==> src/rtl/dbg_arb_pkg.sv <==
package dbg_arb_pkg;

  localparam int DBG_LEVEL = 6;
  localparam int LVLW      = 4;
  localparam int CAUSE_W   = 32;
  localparam int STAT_W    = 5;
  localparam int IDX_LSB   = 8;

  // One-hot cause bit positions
  localparam int CB_ICOUNT = 0;
  localparam int CB_IADDR  = 1;
  localparam int CB_DATA   = 2;
  localparam int CB_WIDE   = 3;
  localparam int CB_NARROW = 4;
  localparam int EXCM_BIT  = 4;

  typedef enum logic [2:0] {
    SRC_NONE   = 3'd0,
    SRC_IADDR  = 3'd1,
    SRC_ICOUNT = 3'd2,
    SRC_WIDE   = 3'd3,
    SRC_NARROW = 3'd4,
    SRC_DATA   = 3'd5
  } src_e;

  // Cause word for a selected source; idx only matters for data watchpoints
  function automatic logic [CAUSE_W-1:0] cause_of(input src_e s, input logic [7:0] idx);
    logic [CAUSE_W-1:0] w;
    w = '0;
    case (s)
      SRC_ICOUNT: w[CB_ICOUNT] = 1'b1;
      SRC_IADDR:  w[CB_IADDR]  = 1'b1;
      SRC_WIDE:   w[CB_WIDE]   = 1'b1;
      SRC_NARROW: w[CB_NARROW] = 1'b1;
      SRC_DATA: begin
        w[CB_DATA] = 1'b1;
        w[IDX_LSB +: 8] = idx;
      end
      default: w = '0;
    endcase
    return w;
  endfunction

  function automatic logic [STAT_W-1:0] status_on_entry();
    logic [STAT_W-1:0] s;
    s = STAT_W'(DBG_LEVEL);
    s[EXCM_BIT] = 1'b1;
    return s;
  endfunction

  function automatic logic level_permits(input logic [LVLW-1:0] lvl);
    return (lvl < LVLW'(DBG_LEVEL));
  endfunction

endpackage

==> src/rtl/dbg_ibrk_unit.sv <==
module dbg_ibrk_unit #(
  parameter int NUM_IBRK = 2,
  parameter int AW       = 32,
  parameter int CFGW     = 2
) (
  input  logic            clk,
  input  logic            rst_n,
  input  logic            cfg_we,
  input  logic [CFGW-1:0] cfg_addr,
  input  logic [AW-1:0]   cfg_wdata,
  input  logic            pc_valid,
  input  logic [AW-1:0]   pc,
  output logic            hit_any
);

  localparam logic [CFGW-1:0] EN_SLOT = CFGW'(NUM_IBRK);

  logic [NUM_IBRK-1:0] en_q;
  logic [NUM_IBRK-1:0] hit_vec;

  always_ff @(posedge clk) begin
    if (!rst_n)
      en_q <= '0;
    else if (cfg_we && (cfg_addr == EN_SLOT))
      en_q <= cfg_wdata[NUM_IBRK-1:0];
  end

  for (genvar k = 0; k < NUM_IBRK; k++) begin : g_cmp
    logic [AW-1:0] addr_q;

    always_ff @(posedge clk) begin
      if (!rst_n)
        addr_q <= '0;
      else if (cfg_we && (cfg_addr == CFGW'(k)))
        addr_q <= cfg_wdata;
    end

    assign hit_vec[k] = pc_valid & en_q[k] & (addr_q == pc);
  end

  assign hit_any = |hit_vec;

endmodule

==> src/rtl/dbg_prio_sel.sv <==
module dbg_prio_sel
  import dbg_arb_pkg::*;
#(
  parameter int DIW = 1
) (
  input  logic               iaddr_hit,
  input  logic               icount_req,
  input  logic               wide_req,
  input  logic               narrow_req,
  input  logic               data_req,
  input  logic [DIW-1:0]     data_idx,
  output logic               req_any,
  output logic [CAUSE_W-1:0] cause_word
);

  src_e sel;

  // Fixed order: comparator, count, wide, narrow, watchpoint
  always_comb begin
    if (iaddr_hit)       sel = SRC_IADDR;
    else if (icount_req) sel = SRC_ICOUNT;
    else if (wide_req)   sel = SRC_WIDE;
    else if (narrow_req) sel = SRC_NARROW;
    else if (data_req)   sel = SRC_DATA;
    else                 sel = SRC_NONE;
  end

  assign req_any    = (sel != SRC_NONE);
  assign cause_word = cause_of(sel, 8'(data_idx));

endmodule

==> src/rtl/dbg_entry_regs.sv <==
module dbg_entry_regs
  import dbg_arb_pkg::*;
#(
  parameter int AW = 32
) (
  input  logic               clk,
  input  logic               rst_n,
  input  logic               retire_valid,
  input  logic [LVLW-1:0]    cur_level,
  input  logic               req_any,
  input  logic [CAUSE_W-1:0] cause_in,
  input  logic [AW-1:0]      pc,
  output logic               take,
  output logic               redirect_q,
  output logic [CAUSE_W-1:0] cause_q,
  output logic [AW-1:0]      epc_q,
  output logic [STAT_W-1:0]  status_q
);

  logic lvl_ok;

  assign lvl_ok = level_permits(cur_level);
  // A retirement in the redirect cycle lies on the flushed path
  assign take   = retire_valid & req_any & lvl_ok & ~redirect_q;

  always_ff @(posedge clk) begin
    if (!rst_n) begin
      redirect_q <= 1'b0;
      cause_q    <= '0;
      epc_q      <= '0;
      status_q   <= '0;
    end else begin
      redirect_q <= take;
      if (take) begin
        cause_q  <= cause_in;
        epc_q    <= pc;
        status_q <= status_on_entry();
      end
    end
  end

endmodule

==> src/rtl/dbg_exc_arbiter.sv <==
module dbg_exc_arbiter
  import dbg_arb_pkg::*;
#(
  parameter int NUM_IBRK = 2,
  parameter int NUM_DBRK = 2,
  parameter int AW       = 32,
  parameter int DIW      = (NUM_DBRK > 1) ? $clog2(NUM_DBRK) : 1,
  parameter int CFGW     = $clog2(NUM_IBRK + 1)
) (
  input  logic               clk,
  input  logic               rst_n,
  input  logic               retire_valid,
  input  logic [AW-1:0]      retire_pc,
  input  logic [LVLW-1:0]    cur_level,
  input  logic               brk_wide,
  input  logic               brk_narrow,
  input  logic               icount_trap,
  input  logic               dbrk_hit,
  input  logic [DIW-1:0]     dbrk_idx,
  input  logic               cfg_we,
  input  logic [CFGW-1:0]    cfg_addr,
  input  logic [AW-1:0]      cfg_wdata,
  output logic               redirect,
  output logic [CAUSE_W-1:0] cause,
  output logic [AW-1:0]      epc,
  output logic [STAT_W-1:0]  status
);

  // Named internal events for the checker
  logic               ibrk_hit;
  logic               sel_req;
  logic [CAUSE_W-1:0] sel_cause;
  logic               take_evt;

  dbg_ibrk_unit #(.NUM_IBRK(NUM_IBRK), .AW(AW), .CFGW(CFGW)) u_ibrk (
    .clk       (clk),
    .rst_n     (rst_n),
    .cfg_we    (cfg_we),
    .cfg_addr  (cfg_addr),
    .cfg_wdata (cfg_wdata),
    .pc_valid  (retire_valid),
    .pc        (retire_pc),
    .hit_any   (ibrk_hit)
  );

  dbg_prio_sel #(.DIW(DIW)) u_sel (
    .iaddr_hit  (ibrk_hit),
    .icount_req (icount_trap),
    .wide_req   (brk_wide),
    .narrow_req (brk_narrow),
    .data_req   (dbrk_hit),
    .data_idx   (dbrk_idx),
    .req_any    (sel_req),
    .cause_word (sel_cause)
  );

  dbg_entry_regs #(.AW(AW)) u_entry (
    .clk          (clk),
    .rst_n        (rst_n),
    .retire_valid (retire_valid),
    .cur_level    (cur_level),
    .req_any      (sel_req),
    .cause_in     (sel_cause),
    .pc           (retire_pc),
    .take         (take_evt),
    .redirect_q   (redirect),
    .cause_q      (cause),
    .epc_q        (epc),
    .status_q     (status)
  );

endmodule

==> config.mk <==
export PLATFORM = sky130hd
export DESIGN_NAME = dbg_exc_arbiter
export DESIGN_NICKNAME = d
export VERILOG_FILES = /design/src/rtl/dbg_arb_pkg.sv /design/src/rtl/dbg_ibrk_unit.sv /design/src/rtl/dbg_prio_sel.sv /design/src/rtl/dbg_entry_regs.sv /design/src/rtl/dbg_exc_arbiter.sv
export SDC_FILE = /design/constraint.sdc
export NUM_CORES = 1
export LEC_CHECK = 0
export CORE_MARGIN = 2
export CORE_UTILIZATION = 44
export DETAILED_ROUTE_END_ITERATION = 8
export HOLD_SLACK_MARGIN = 0.03
export PLACE_DENSITY = 0.82
export SYNTH_ARGS = -nofsm -noshare
export SYNTH_HDL_FRONTEND = slang
export SYNTH_HIERARCHICAL = 1
export SYNTH_SLANG_ARGS = --single-unit
==> constraint.sdc <==
create_clock -name clk -period 2.6 [get_ports clk]
set_input_delay 0.52 -clock clk [delete_from_list [all_inputs] [get_ports clk]]
set_output_delay 0.52 -clock clk [all_outputs]
set_load 0.1 [all_outputs]
==> impl_metrics.prom <==
# TYPE chip_impl_metric gauge
chip_impl_metric{name="final_area",unit="µm²"} 8409
chip_impl_metric{name="synth_area",unit="µm²"} 6053
chip_impl_metric{name="fin_setup_tns",unit="ns"} -4.111
chip_impl_metric{name="grt_pass1_vias",unit=""} 4917
chip_impl_metric{name="gp_congestion",unit=""} 0.8664
chip_impl_metric{name="holdWs",unit="ns"} 0.4201
chip_impl_metric{name="total_leakage_power",unit="nW"} 3.554
chip_impl_metric{name="via_count",unit=""} 5089
chip_impl_metric{name="power.total",unit="mW"} 5.462
chip_impl_metric{name="power-per-cell-area",unit="nW/µm²"} 649.5
chip_impl_info{name="setup_repair_after_global_routing_missed_its_margin",value="true"} 1
chip_impl_info{name="failed_checks",value="setup timing"} 1
chip_impl_metric{name="cts_inserted_buffers",unit=""} 17
chip_impl_metric{name="fin_ws",unit="ns"} -0.1309
chip_impl_metric{name="final-seq-area",unit="µm²"} 2645
chip_impl_metric{name="floorplan.die.width",unit="µm"} 121.3
chip_impl_metric{name="grt_pass1_wl",unit="µm"} 24890
chip_impl_metric{name="antenna_cells",unit=""} 0
chip_impl_metric{name="cts_max_path_buffers",unit=""} 2
chip_impl_metric{name="clock_skew",unit="ns"} 0.005697
chip_impl_metric{name="cap_viol_max_count",unit=""} 0
chip_impl_metric{name="clock_sink_count",unit=""} 132
chip_impl_metric{name="dpl.cell_count",unit=""} 1016
chip_impl_metric{name="first_pass_iters",unit=""} 5
chip_impl_metric{name="detailed_place_hpwl",unit="µm"} 11470
chip_impl_metric{name="min_delay_path_depth",unit=""} 3
chip_impl_metric{name="timing.final.max_slew_violations",unit=""} 0
chip_impl_metric{name="syn-instance-count",unit=""} 698
chip_impl_metric{name="dpl_cell_area",unit="µm²"} 7619
chip_impl_info{name="postSynth.topFlopCell",value="sky130_fd_sc_hd__dfxtp_1"} 1
chip_impl_metric{name="multi_input_comb_area",unit="µm²"} 3139
chip_impl_info{name="hold_path_end",value="u_entry/epc_q[26]"} 1
chip_impl_info{name="tritoncts_clock_tree",value="yes"} 1
chip_impl_metric{name="dp_slack",unit="ns"} -0.8246
chip_impl_metric{name="fin_util",unit=""} 0.6300
chip_impl_info{name="regToRegStartpoint",value="u_ibrk/g_cmp[1].addr_q[14]"} 1
chip_impl_metric{name="yosysWarningCount",unit=""} 6
chip_impl_metric{name="grt_start_max_net_pins",unit=""} 52
chip_impl_info{name="critical_path_class",value="input pin to flop"} 1
chip_impl_metric{name="antenna_violations_before_repair",unit=""} 0
chip_impl_metric{name="tightest_slew",unit="ns"} 0.7941
chip_impl_metric{name="finish.net_count",unit=""} 945
chip_impl_metric{name="setup_viol",unit=""} 59
chip_impl_metric{name="required_time_reported_for_the_critical_path_endpoint",unit="ns"} 2.94
chip_impl_metric{name="finished_layout_cells",unit=""} 1054
chip_impl_metric{name="chipHeight",unit="µm"} 121.3
chip_impl_metric{name="drt_first_iter_violations",unit=""} 434
chip_impl_metric{name="fill_cells",unit=""} 1101
chip_impl_metric{name="regToRegSetupSlack",unit="ns"} -0.11
chip_impl_metric{name="post_drt_via_cell_ratio",unit=""} 4.828
chip_impl_metric{name="overflow",unit=""} 0
chip_impl_metric{name="postSynthAreaPerCell",unit="µm²"} 8.672
chip_impl_metric{name="gr-usage-all-layers",unit=""} 0.2218
chip_impl_metric{name="ys_seq_elements",unit=""} 132
chip_impl_metric{name="number_of_enable_type_register_cells_in_the_synthesized_netlist",unit=""} 0
chip_impl_metric{name="clock_insertion_delay_worst_skew",unit="ns"} 0.42
chip_impl_metric{name="initial_util",unit=""} 0.4535
chip_impl_metric{name="vdd_ir_drop_max",unit="µV"} 417.0
chip_impl_info{name="most_frequent_standard_cell_in_the_layout_excluding_fill_and_tap_cells",value="sky130_fd_sc_hd__nand2_1"} 1
chip_impl_metric{name="synthArstFlopShare",unit=""} 0
chip_impl_metric{name="placeableCoreArea",unit="µm²"} 13350
chip_impl_metric{name="r2r_cells",unit=""} 14
chip_impl_metric{name="routed_wl_per_cell",unit="µm"} 15.43
chip_impl_metric{name="htreeDepth",unit=""} 4
chip_impl_metric{name="netlist-cell-type-count",unit=""} 32
chip_impl_metric{name="num_rows",unit=""} 42
chip_impl_metric{name="worst_slew_margin_rel",unit=""} 0.4706
chip_impl_metric{name="period_minus_slack",unit="ns"} 2.731
chip_impl_metric{name="port-buffer-count",unit=""} 145
chip_impl_metric{name="areaGrowthSynthToFinish",unit="%"} 38.92
chip_impl_info{name="rr_endpoint",value="u_entry/epc_q[8]"} 1
chip_impl_metric{name="die-area",unit="µm²"} 14710
chip_impl_metric{name="top_level_ports",unit=""} 149
chip_impl_metric{name="route.detailed.drc",unit=""} 0
chip_impl_metric{name="final_antenna_net_count",unit=""} 0
chip_impl_metric{name="seq_area_frac_synth",unit=""} 0.4365
chip_impl_metric{name="clk_transition_reported_paths",unit="ns"} 0.05
chip_impl_info{name="hold_path.startpoint",value="retire_pc[26]"} 1
chip_impl_info{name="class_of_the_tightest_hold_or_removal_check",value="input pin to flop"} 1
chip_impl_info{name="most-common-layout-cells",value="sky130_fd_sc_hd__nand2_1 (257), sky130_fd_sc_hd__dfxtp_1 (130), sky130_fd_sc_hd__buf_4 (104)"} 1
chip_impl_metric{name="total_wirelength_of_the_detailed_routed_design",unit="µm"} 16260
chip_impl_metric{name="cts_hold_repair.buffers",unit=""} 0
chip_impl_info{name="outcome",value="complete, but fails checks"} 1
chip_impl_info{name="critPathLaunchType",value="input pin"} 1
chip_impl_metric{name="timing_hold_violations_final",unit=""} 0
chip_impl_metric{name="timing.final.crit_share",unit=""} 1.050
chip_impl_metric{name="worst-path-max-fanout",unit=""} 6
chip_impl_metric{name="arrival",unit="ns"} 3.07
chip_impl_metric{name="max_clock_freq",unit="GHz"} 0.3662
chip_impl_info{name="worstSetupEndpointType",value="flop"} 1
chip_impl_metric{name="drive_gt1_frac",unit=""} 0.1936
chip_impl_info{name="clock_tree.root_cell",value="sky130_fd_sc_hd__clkbuf_16"} 1
==> flip-flops by register name, indices dropped and copies added, names as in the netlist <==
| register | flops |
|---|---|
| u_entry/status_q | 1 |
| u_entry/cause_q | 32 |
| u_entry/epc_q | 32 |
| u_ibrk/en_q | 2 |
| u_entry/redirect_q | 1 |
| u_ibrk/g_cmp.addr_q | 64 |
==> worst max-delay path: stages <==
cell and delay, ns:
sky130_fd_sc_hd__dlygate4sd2_1 0.26, sky130_fd_sc_hd__xor2_1 0.15, sky130_fd_sc_hd__nor4_1 0.33, sky130_fd_sc_hd__buf_4 0.18
sky130_fd_sc_hd__nand4_1 0.10, sky130_fd_sc_hd__nor4_2 0.17, sky130_fd_sc_hd__a41o_1 0.27, sky130_fd_sc_hd__nor4_2 0.07
sky130_fd_sc_hd__nand2b_1 0.09, sky130_fd_sc_hd__nand2_2 0.06, sky130_fd_sc_hd__a2111oi_4 0.23, sky130_fd_sc_hd__buf_4 0.18
sky130_fd_sc_hd__buf_8 0.12, sky130_fd_sc_hd__buf_12 0.12, sky130_fd_sc_hd__mux2i_1 0.20
==> synthesized netlist by cell type, types with 2 or more instances <==
library cell	n	area, µm²
sky130_fd_sc_hd__clkbuf_1	27	101.4
sky130_fd_sc_hd__xor2_1	48	420.4
sky130_fd_sc_hd__a21boi_0	59	442.9
sky130_fd_sc_hd__buf_2	7	35.03
sky130_fd_sc_hd__xnor2_1	16	140.1
sky130_fd_sc_hd__nand2_1	258	968.4
sky130_fd_sc_hd__nor4_1	14	87.58
sky130_fd_sc_hd__dfxtp_1	132	2643
sky130_fd_sc_hd__nor2b_1	2	12.51
sky130_fd_sc_hd__mux2i_1	66	660.6
sky130_fd_sc_hd__a21boi_1	5	37.54
sky130_fd_sc_hd__buf_6	4	45.04
sky130_fd_sc_hd__buf_1	2	7.510
sky130_fd_sc_hd__nand3b_1	2	15.01
sky130_fd_sc_hd__nand4_1	6	37.54
sky130_fd_sc_hd__buf_4	33	247.7
sky130_fd_sc_hd__conb_1	2	7.510
==> logic make-up (layout without fill, tap and decap cells) <==
group | count (synthesis) | after routing | share of synthesized area
and+or+nand+nor | 294 | 294 | 0.2015
DFF | 132 | 132 | 0.4365
buffers and inverters | 73 | 227 | 0.07214
AOI/OAI and AO/OA | 67 | 67 | 0.08681
muxes | 66 | 66 | 0.1091
xor gates and xnor gates | 64 | 64 | 0.09260
other | 2 | 28 | 0.001241
==> repair_timing <==
action                                  in CTS  in global routing
gates cloned                                 2                  0
pin swaps                                   11                 10
endpoints found under the setup margin      66                 66
gates resized for setup                     39                 17
buffers inserted                             4                  2
==> power by group <==
group | internal, mW | switching, mW | leakage (nW) | total (mW)
Sequential | 2.10 | 0.0506 | 1.07 | 2.15
Clock | 1.45 | 0.854 | 0.287 | 2.31
Combinational | 0.353 | 0.647 | 2.19 | 0.999
==> per-layer routing <==
metal  track usage  share of wire
met1        0.2750           0.44
met2        0.3581           0.47
met3       0.06438          0.064
met4       0.09626          0.030
met5             0              0
==> final cells by class <==
| class | instances | area share |
|---|---|---|
| clock inverter | 8 | 0.008778 |
| clock buffer | 23 | 0.06041 |
| timing repair buffer | 196 | 0.2168 |
| multi-input combinational | 519 | 0.3733 |
| tap | 176 | 0.02619 |
| sequential | 132 | 0.3145 |
==> worst max path at each step <==
stage	from	end	slack (ns)	cells after the start
final	retire_pc[14]	u_entry/epc_q[8]	-0.13	15
after global routing	u_ibrk/g_cmp[1].addr_q[14]	u_entry/epc_q[25]	-0.23	14
after CTS	retire_pc[13]	u_entry/epc_q[8]	-0.18	15
after detailed placement	retire_pc[14]	u_entry/epc_q[18]	-0.82	14
after global placement	retire_pc[17]	u_entry/epc_q[21]	-0.73	13
after floorplan	retire_pc[10]	u_entry/cause_q[0]	-0.05	12
No activity file was read; power rests on OpenSTA's default activity.
